**config.mk**
```make
export PLATFORM = sky130hd
export DESIGN_NAME = boost_supervisor
export DESIGN_NICKNAME = d
export VERILOG_FILES = /design/src/rtl/sup_pkg.sv /design/src/rtl/sup_fault_or.sv /design/src/rtl/sup_seq_fsm.sv /design/src/rtl/sup_holdoff.sv /design/src/rtl/sup_mode_sel.sv /design/src/rtl/boost_supervisor.sv
export SDC_FILE = /design/constraint.sdc
export NUM_CORES = 1
export LEC_CHECK = 0
export CORE_MARGIN = 2
export CORE_UTILIZATION = 35
export DETAILED_ROUTE_END_ITERATION = 7
export GPL_TIMING_DRIVEN = 0
export PLACE_DENSITY = 0.61
export SLEW_MARGIN = 20
export SYNTH_ARGS = -nofsm -noshare
export SYNTH_HDL_FRONTEND = slang
export SYNTH_SLANG_ARGS = --single-unit
```
**constraint.sdc**
```tcl
create_clock -name clk -period 4.53 [get_ports clk]
set_input_delay 1.1325 -clock clk [delete_from_list [all_inputs] [get_ports clk]]
set_output_delay 1.1325 -clock clk [all_outputs]
set_load 0.01 [all_outputs]
```
**src/rtl/sup_pkg.sv**
```systemverilog
// Shared types for the converter supervisor.
// Assumes: nothing beyond IEEE 1800-2017 enums.
package sup_pkg;
    typedef enum logic [2:0] {
        ST_CLOSE   = 3'd0,  // relay closed, gates off, settling
        ST_RUN     = 3'd1,  // normal switching
        ST_SC_OFF  = 3'd2,  // gates off ahead of relay opening
        ST_SC_OPEN = 3'd3,  // relay open during source short
        ST_FAULT   = 3'd4   // latched shutdown
    } sup_state_e;
endpackage

```
**src/rtl/sup_fault_or.sv**
```systemverilog
// Combines all protection flags into one trip line.
// Assumes: flags are already synchronous to clk and active high.
module sup_fault_or #(
    parameter int NUM_LEGS = 6
) (
    input  logic [NUM_LEGS-1:0] leg_oc,
    input  logic                vin_ov,
    input  logic                vout_ov,
    output logic                trip
);
    logic [NUM_LEGS:0] chain;

    assign chain[0] = vin_ov | vout_ov;

    // Build the per-leg OR chain
    for (genvar g = 0; g < NUM_LEGS; g++) begin : g_leg
        assign chain[g+1] = chain[g] | leg_oc[g];
    end

    assign trip = chain[NUM_LEGS];
endmodule

```
**src/rtl/sup_seq_fsm.sv**
```systemverilog
// Operating-state sequencer: start-up settle, run, short-circuit pause,
// sticky fault. Waits RELAY_DLY clocks between gate and relay actions.
// Assumes: RELAY_DLY >= 1; sc_pending/sc_done are single-cycle pulses.
module sup_seq_fsm
    import sup_pkg::*;
#(
    parameter int RELAY_DLY = 4
) (
    input  logic       clk,
    input  logic       rst_n,
    input  logic       trip,
    input  logic       sc_pending,
    input  logic       sc_done,
    output sup_state_e state
);
    localparam int DW = $clog2(RELAY_DLY + 1);
    localparam logic [DW-1:0] LAST = DW'(RELAY_DLY - 1);

    sup_state_e    nxt;
    logic [DW-1:0] cnt;
    logic          dly_done;

    assign dly_done = (cnt == LAST);

    // Next-state selection with trip taking priority
    always_comb begin
        nxt = state;
        unique case (state)
            ST_CLOSE:   if (dly_done)   nxt = ST_RUN;
            ST_RUN:     if (sc_pending) nxt = ST_SC_OFF;
            ST_SC_OFF:  if (dly_done)   nxt = ST_SC_OPEN;
            ST_SC_OPEN: if (sc_done)    nxt = ST_CLOSE;
            ST_FAULT:   nxt = ST_FAULT;
            default:    nxt = ST_FAULT;
        endcase
        if (trip) nxt = ST_FAULT;
    end

    // State register and settle counter
    always_ff @(posedge clk) begin
        if (!rst_n) begin
            state <= ST_CLOSE;
            cnt   <= '0;
        end else begin
            state <= nxt;
            if (nxt != state) cnt <= '0;
            else if (state == ST_CLOSE || state == ST_SC_OFF) cnt <= cnt + 1'b1;
        end
    end
endmodule

```
**src/rtl/sup_holdoff.sv**
```systemverilog
// Non-synchronous hold-off window, counted in loop iterations.
// Assumes: load_val is stable around reset and reload strobes.
module sup_holdoff #(
    parameter int HOLD_W = 8
) (
    input  logic              clk,
    input  logic              rst_n,
    input  logic [HOLD_W-1:0] load_val,
    input  logic              reload,
    input  logic              tick,
    output logic              expired
);
    logic [HOLD_W-1:0] remain;

    // Reload on reset or set-point change, count down per iteration
    always_ff @(posedge clk) begin
        if (!rst_n)                  remain <= load_val;
        else if (reload)             remain <= load_val;
        else if (tick && remain != 0) remain <= remain - 1'b1;
    end

    assign expired = (remain == '0);
endmodule

```
**src/rtl/sup_mode_sel.sv**
```systemverilog
// Conduction-mode decision latched once per control-loop iteration.
// Assumes: k_neg is valid whenever loop_tick is high.
module sup_mode_sel (
    input  logic clk,
    input  logic rst_n,
    input  logic loop_tick,
    input  logic k_neg,
    output logic ccm
);
    // Capture the mode sign on each iteration strobe
    always_ff @(posedge clk) begin
        if (!rst_n)         ccm <= 1'b0;
        else if (loop_tick) ccm <= ~k_neg;
    end
endmodule

```
**src/rtl/boost_supervisor.sv**
```systemverilog
// Top of the converter supervisor: protection OR, state sequencer,
// hold-off window and conduction-mode selection.
// Assumes: all inputs synchronous to clk; relay output is a level command.
module boost_supervisor
    import sup_pkg::*;
#(
    parameter int NUM_LEGS  = 6,
    parameter int RELAY_DLY = 4,
    parameter int HOLD_W    = 8
) (
    input  logic              clk,
    input  logic              rst_n,
    input  logic [NUM_LEGS-1:0] leg_oc,
    input  logic              vin_ov,
    input  logic              vout_ov,
    input  logic              sc_pending,
    input  logic              sc_done,
    input  logic              setpt_chg,
    input  logic              loop_tick,
    input  logic              k_neg,
    input  logic [HOLD_W-1:0] holdoff_iters,
    output logic              pwm_en,
    output logic              sync_en,
    output logic              gate_kill,
    output logic              relay_closed,
    output logic              faulted
);
    logic       trip;
    logic       ccm;
    logic       hold_done;
    sup_state_e state;

    sup_fault_or #(.NUM_LEGS(NUM_LEGS)) u_or (
        .leg_oc (leg_oc),
        .vin_ov (vin_ov),
        .vout_ov(vout_ov),
        .trip   (trip)
    );

    sup_seq_fsm #(.RELAY_DLY(RELAY_DLY)) u_fsm (
        .clk       (clk),
        .rst_n     (rst_n),
        .trip      (trip),
        .sc_pending(sc_pending),
        .sc_done   (sc_done),
        .state     (state)
    );

    sup_holdoff #(.HOLD_W(HOLD_W)) u_hold (
        .clk     (clk),
        .rst_n   (rst_n),
        .load_val(holdoff_iters),
        .reload  (setpt_chg),
        .tick    (loop_tick && state == ST_RUN),
        .expired (hold_done)
    );

    sup_mode_sel u_mode (
        .clk      (clk),
        .rst_n    (rst_n),
        .loop_tick(loop_tick),
        .k_neg    (k_neg),
        .ccm      (ccm)
    );

    // Output decode from state, live trip and mode
    always_comb begin
        gate_kill    = trip || state == ST_FAULT;
        pwm_en       = (state == ST_RUN) && !trip;
        sync_en      = pwm_en && ccm && hold_done;
        relay_closed = !(state == ST_SC_OPEN || state == ST_FAULT);
        faulted      = (state == ST_FAULT);
    end
endmodule

```
==> key figures, run 1 <==
CTS
  • CTS tree: done
  • CTS buffer count: 3
  • Clk sinks: 15
  • Post-cts resize count: 0
  • Clock tree buffer depth: 2
  • CTS root buffer: clkbuf_4
  • Setup Buffers After CTS: 0
  • Clock slew seen by the registers of the worst setup and hold paths: 90 ps
  • Worst skew pair latency: between 200 and 300 ps
  • CTS hold repair buffers: 0
  • H-tree depth: 1

Power and ir drop
  • Sequential share of power: a little under three fifths
  • Peak supply drop: between 0.15 and 0.2 mV
  • Sw frac: 26.1%
  • Clk pwr share: between 20% and 30%
  • Comb pwr share: a little under a fifth
  • Power Internal: 0.222 mW
  • P per Cell Area: 241 nW/µm²
  • Net Sw Power: 0.0786 mW
  • P_leak: 0.454 nW

Drt
  • Via count: 782
  • DRC viols: 0
  • Total wire length: 1940 µm
  • Pre-Repair DR Iteration Count: 4
  • Via/cell ratio: between 5 and 6
  • DR iter-0 viols: 5
  • Wire per inst: roughly 12 µm
  • Antenna Violating Nets Remaining: 0

Setup path
  • Critical Path Slowest Stage Cell: or4_4
  • CP Buf/Inv Count: 2
  • CP dominant cell by count: clkdlybuf4s50_1
  • Worst EP required: 3400 ps
  • Worst setup EP type: primary output
  • Depth of the most critical reg-to-reg path: 3
  • Critical-path cell list: clkdlybuf4s50_1 -> or4_4 -> nor3_4 -> and2_4 -> and3_1 -> clkdlybuf4s50_1
  • Top delay family on crit path: simple AND/OR/NAND/NOR gates
  • Crit path largest cell delay: between 500 and 600 ps
  • CP startpoint kind: input port
  • WP depth: 6
  • Worst setup path class: in2out
  • CP arrival: 3150 ps
  • Critical path fanouts, max: 3

Synth
  • Distinct cells, synth: 32
  • Top-area cell type share of the netlist area: about a quarter
  • Yosys top cell by area: edfxtp_1
  • Syn Nets: between 100 and 150
  • Async set-reset flop share out of synthesis: 0%
  • Post-Syn Area: 915 µm²
  • Syn_area_per_cell: 9.63 µm²
  • Top_reg_cell synth: edfxtp_1
  • Top cells by instance count after synthesis: nand2_1, o21ai_0, edfxtp_1
  • Post-synth EDFFs: 8
  • Yosys warns: 0
  • Post-Synthesis Cells: 95
  • Sequential area share after synthesis: between 40% and 50%
  • Top-count cell post-synth: nand2_1
  • Synth top area cells: edfxtp_1, dfxtp_1, xnor2_1
  • FF+latch count, synth: 15

Outcome
  • Status: finished clean

STA
  • Sum Neg Setup Slack: 0 ps
  • Rel. slew slack: 48.3%
  • # setup viols final: 0
  • Max Freq: around 0.23 GHz
  • Final Hold Vio Count: 0
  • RSZ-0062 raised after global routing: no
  • Worst-Margin Slew: 774 ps
  • Final Max Tran Viols: 0
  • Skew final: 2.24 ps
  • Final Cycle Share: between 90% and 100%
  • Period minus WS final: 4280 ps

Floorplanning
  • Number of core rows: 18
  • Total Die Area: roughly 3000 µm²
  • Placeable Area: 2480 µm²
  • IO Count: 28
  • Initial Utilization: roughly 37%
  • Die Wd: ~55 µm
  • Die Height: between 50 and 60 µm

Finish
  • Layout cells sized above 1: 10.3%
  • ANT cells: 0
  • Fin nets: approximately 150
  • Synthesis-to-layout area growth: 36.7%
  • Finished Core Util: approximately 50%

GRT
  • Largest net degree at the start of global routing: 11
  • Vias in the first global route: roughly 740
  • Total grt overflow: 0
  • Overall routing resource usage: 14.6%
  • Number of antenna violations at the first check in global routing: 0
  • First-pass GRT wire length: 3080 µm

Placement
  • Placer Congestion: between 0.7 and 0.8
  • IO buf count: 27
  • Detailed placement HPWL: 1570 µm

Worst hold path
  • Worst hold path depth: 1
  • Hold Crit Class: reg2reg

Flow run
  • Maxcap violations: 0
## routing by layer
layer	track usage, %	wire (µm)	vias up
met1	15.3	861	367
met5	0	0	-
met2	27.4	1000	15
li1	-	-	398
met4	6.50	8	0
met3	3.49	74	2
## worst reg2reg max path: stages, from the launching register on
cell and delay (ps):
edfxtp_1 480, or4_4 580, nor4b_2 300, o21bai_1 330
## worst paths after layout
path                                       start          endpoint  slack [ps]
worst max-delay path                   leg_oc[2]           sync_en         250
worst min-delay path                  u_mode.ccm        u_mode.ccm         520
worst max register to register  u_hold.remain[3]  u_hold.remain[6]        2530
worst min register to register        u_mode.ccm        u_mode.ccm         520
## metrics by stage
step	area [µm²]	hold WS, ps	instances	setup WS (ps)	power [mW]
finish	1250	517	156	246	0.301
global route	1250	529	156	170	0.320
CTS	1250	513	156	230	0.305
detailed placement	1220	488	152	236	0.226
global placement	1220	475	152	255	0.224
floorplan	915	464	95	1160	0.196
## area by class of cell
class	instances	area (µm²)
fillers	239	1230
multi-input cells	74	512
flip-flops and latches	15	380
repair buffers	27	270
well taps	30	37.5
clock buffers	3	22.5
inverters	4	15.0
plain buffers	2	7.51
clock inverters	1	5.00
## cells in the final DEF (no fill, tap or decap), drive strengths merged
cell type,instances
a21oi,4
a22oi,1
and2,1
and2b,1
and3,1
clkbuf,5
clkdlybuf4s50,27
clkinv,1
dfxtp,7
edfxtp,8
ha,4
inv,4
mux2i,1
nand2,13
nand2b,4
nand3,1
nand3b,1
nor2,6
nor2b,5
nor3,4
nor3b,1
nor4,2
nor4b,1
o211a,1
o21ai,10
o21bai,1
o221ai,1
or4,3
xnor2,6
xor2,1
## registers in the layout, summed over array words and instances (netlist names)
register       cells
u_hold.remain      8
u_fsm.cnt          3
u_fsm.state        3
u_mode.ccm         1
## power groups by stage
stage / logic, mW / registers, mW / clock network (mW)
after floorplan: 0.0292 / 0.167 / 0
after global placement: 0.0550 / 0.169 / 0
after detailed placement: 0.0562 / 0.170 / 0
after CTS: 0.0566 / 0.166 / 0.0817
after global routing: 0.0623 / 0.168 / 0.0895
final: 0.0561 / 0.166 / 0.0784
## logic make-up after synthesis
family	share of synthesized area [%]
simple gates	30.6
compound gates	12.0
flops	41.6
xor+xnor	6.70
buf+inv	2.46
fa+ha+maj	5.47
mux	1.09
No activity file was read; power rests on OpenSTA's default activity.
==> inputs of run 2 (changes only) <==
==> constraint.sdc (replaced) <==
create_clock -name clk -period 5.1 [get_ports clk]
set_input_delay 1.02 -clock clk [delete_from_list [all_inputs] [get_ports clk]]
set_output_delay 1.02 -clock clk [all_outputs]
set_load 0.01 [all_outputs]
==> results of run 2 <==
The final DEF is identical to that of run 1. Status: finished clean.
Among the figures that moved: setup slack after placement 236 ps -> 1030 ps; setup slack after layout 246 ps -> 1040 ps; register-to-register setup slack 2530 ps -> 3100 ps; total power 0.301 mW -> 0.267 mW; worst IR drop on VDD 0.164 mV -> 0.146 mV
==> inputs of run 3 (changes only) <==
PLACE_DENSITY = 0.63   (was 0.61)
clock period = 3.7 ns   (was 5.1 ns; I/O delays follow)
==> run 3 against run 2 <==
Effect of this change: sequential share of layout area stayed put; setup slack worse by 820 ps; highest routed layer is now met3; cell count stayed put; utilization stayed put; clock skew is 4.6 ps higher; via count is 2.2% lower; global-route usage is 0.095 points lower; final area stayed put; largest cell class unchanged; total power is 38% higher; combinational power is 38% higher; die area stayed put.
==> key figures, run 3 (same netlist as run 1, synthesis figures left out) <==
CTS
  • CTS tree: done
  • H-tree depth: 1
  • CTS buffer count: 3
  • Clock tree buffer depth: 2
  • Clk sinks: 15
  • Worst skew pair latency: around 290 ps
  • CTS hold repair buffers: 0
  • Setup Buffers After CTS: 0
  • CTS root buffer: clkbuf_4
  • Clock slew seen by the registers of the worst setup and hold paths: roughly 100 ps
  • Post-cts resize count: 0

STA
  • Final Max Tran Viols: 0
  • Skew final: 6.79 ps
  • Worst-Margin Slew: between 700 and 800 ps
  • Rel. slew slack: 49.9%
  • Final Hold Vio Count: 0
  • Sum Neg Setup Slack: 0 ps
  • Period minus WS final: approximately 3500 ps
  • # setup viols final: 0
  • Max Freq: 0.287 GHz
  • RSZ-0062 raised after global routing: no
  • Final Cycle Share: 94.2%

GRT
  • Total grt overflow: 0
  • Overall routing resource usage: between 10% and 20%
  • First-pass GRT wire length: 3090 µm
  • Number of antenna violations at the first check in global routing: 0
  • Largest net degree at the start of global routing: 11
  • Vias in the first global route: 730

Floorplanning
  • Die Height: between 50 and 60 µm
  • Die Wd: around 55 µm
  • Initial Utilization: between 30% and 40%
  • Placeable Area: around 2500 µm²
  • Number of core rows: 18
  • Total Die Area: roughly 3000 µm²
  • IO Count: 28

Finish
  • Finished Core Util: approximately half
  • ANT cells: 0
  • Biggest regs: u_hold.remain: 8 flops, u_fsm.cnt: 3 flops, u_fsm.state: 3 flops
  • Largest register FFs: 8
  • Commonest non-fill, non-tap cell in the layout: clkdlybuf4s50_1
  • Layout cells sized above 1: between 10% and 20%
  • Fin nets: ~150
  • # fillers: ~250
  • Largest Register: u_hold.remain
  • Synthesis-to-layout area growth: 36.7%
  • Most frequent cells in the layout: clkdlybuf4s50_1, nand2_1, o21ai_0

Placement
  • Detailed placement HPWL: 1500 µm
  • IO buf count: 27
  • Placer Congestion: roughly 0.76

Drt
  • Pre-Repair DR Iteration Count: 4
  • DR iter-0 viols: 9
  • Via count: 765
  • Total wire length: 1870 µm
  • DRC viols: 0
  • Wire per inst: between 10 and 15 µm
  • Antenna Violating Nets Remaining: 0
  • Via/cell ratio: slightly below 5

Worst hold path
  • Hold Crit Class: reg2reg
  • Worst Hold Launch: u_mode.ccm

Outcome
  • Status: finished clean

Flow run
  • Maxcap violations: 0

Setup path
  • Critical path origin: leg_oc[2]
  • Worst setup EP type: primary output
  • Worst EP required: 2960 ps
  • CP arrival: ~2700 ps
  • CP startpoint kind: input port
  • Worst setup path class: in2out
  • FF-to-FF Start: u_hold.remain[3]
  • Critical path fanouts, max: 3

Power and ir drop
  • P per Cell Area: 296 nW/µm²
  • Peak supply drop: 0.225 mV
  • P_leak: 0.454 nW
## run 3: per-stage QoR
| stage | std cells | hold WS, ps | cell area, µm² | worst slack (ps) | power (mW) |
|---|---|---|---|---|---|
| 2_1_floorplan | 95 | 464 | 915 | 1110 | 0.240 |
| 3_3_place_gp | 152 | 476 | 1220 | 210 | 0.274 |
| 3_5_place_dp | 152 | 491 | 1220 | 199 | 0.277 |
| 4_1_cts | 156 | 516 | 1250 | 203 | 0.377 |
| 5_1_grt | 156 | 531 | 1250 | 153 | 0.390 |
| 6_report | 156 | 514 | 1250 | 216 | 0.370 |
## run 3: power by group
group / total (mW) / switching (mW) / internal (mW)
Sequential: 0.203 / 0.0140 / 0.189
Combinational: 0.0688 / 0.0262 / 0.0426
Clock: 0.0976 / 0.0574 / 0.0402
## run 3: worst paths after layout
path                      end  slack, ps  cells past startpoint
min reg2reg        u_mode.ccm        510                      1
max                   sync_en        220                      6
min                u_mode.ccm        510                      1
max reg2reg  u_hold.remain[2]       1700                      3
## run 3: critical path, stage by stage
cell and delay, ps:
clkdlybuf4s50_1 400, or4_4 560, nor3_4 200, and2_4 170, and3_1 140, clkdlybuf4s50_1 530
## run 3: layout make-up
type	count	area [µm²]	share of cell area [%]
clock inverters	1	5.00	0.400
inverters	4	15.0	1.20
plain buffers	2	7.51	0.601
repair buffers	27	270	21.6
flip-flops and latches	15	380	30.4
multi-input cells	74	512	40.9
clock buffers	3	22.5	1.80
well taps	30	37.5	3.00
## run 3: metal layers
metal / track usage, % / vias up / part of all wire, %
li1: - / 400 / -
met1: 16.5 / 351 / 45
met2: 26.0 / 14 / 50
met3: 5.65 / 0 / 4.5
met4: 2.44 / 0 / 0
met5: 0 / - / 0
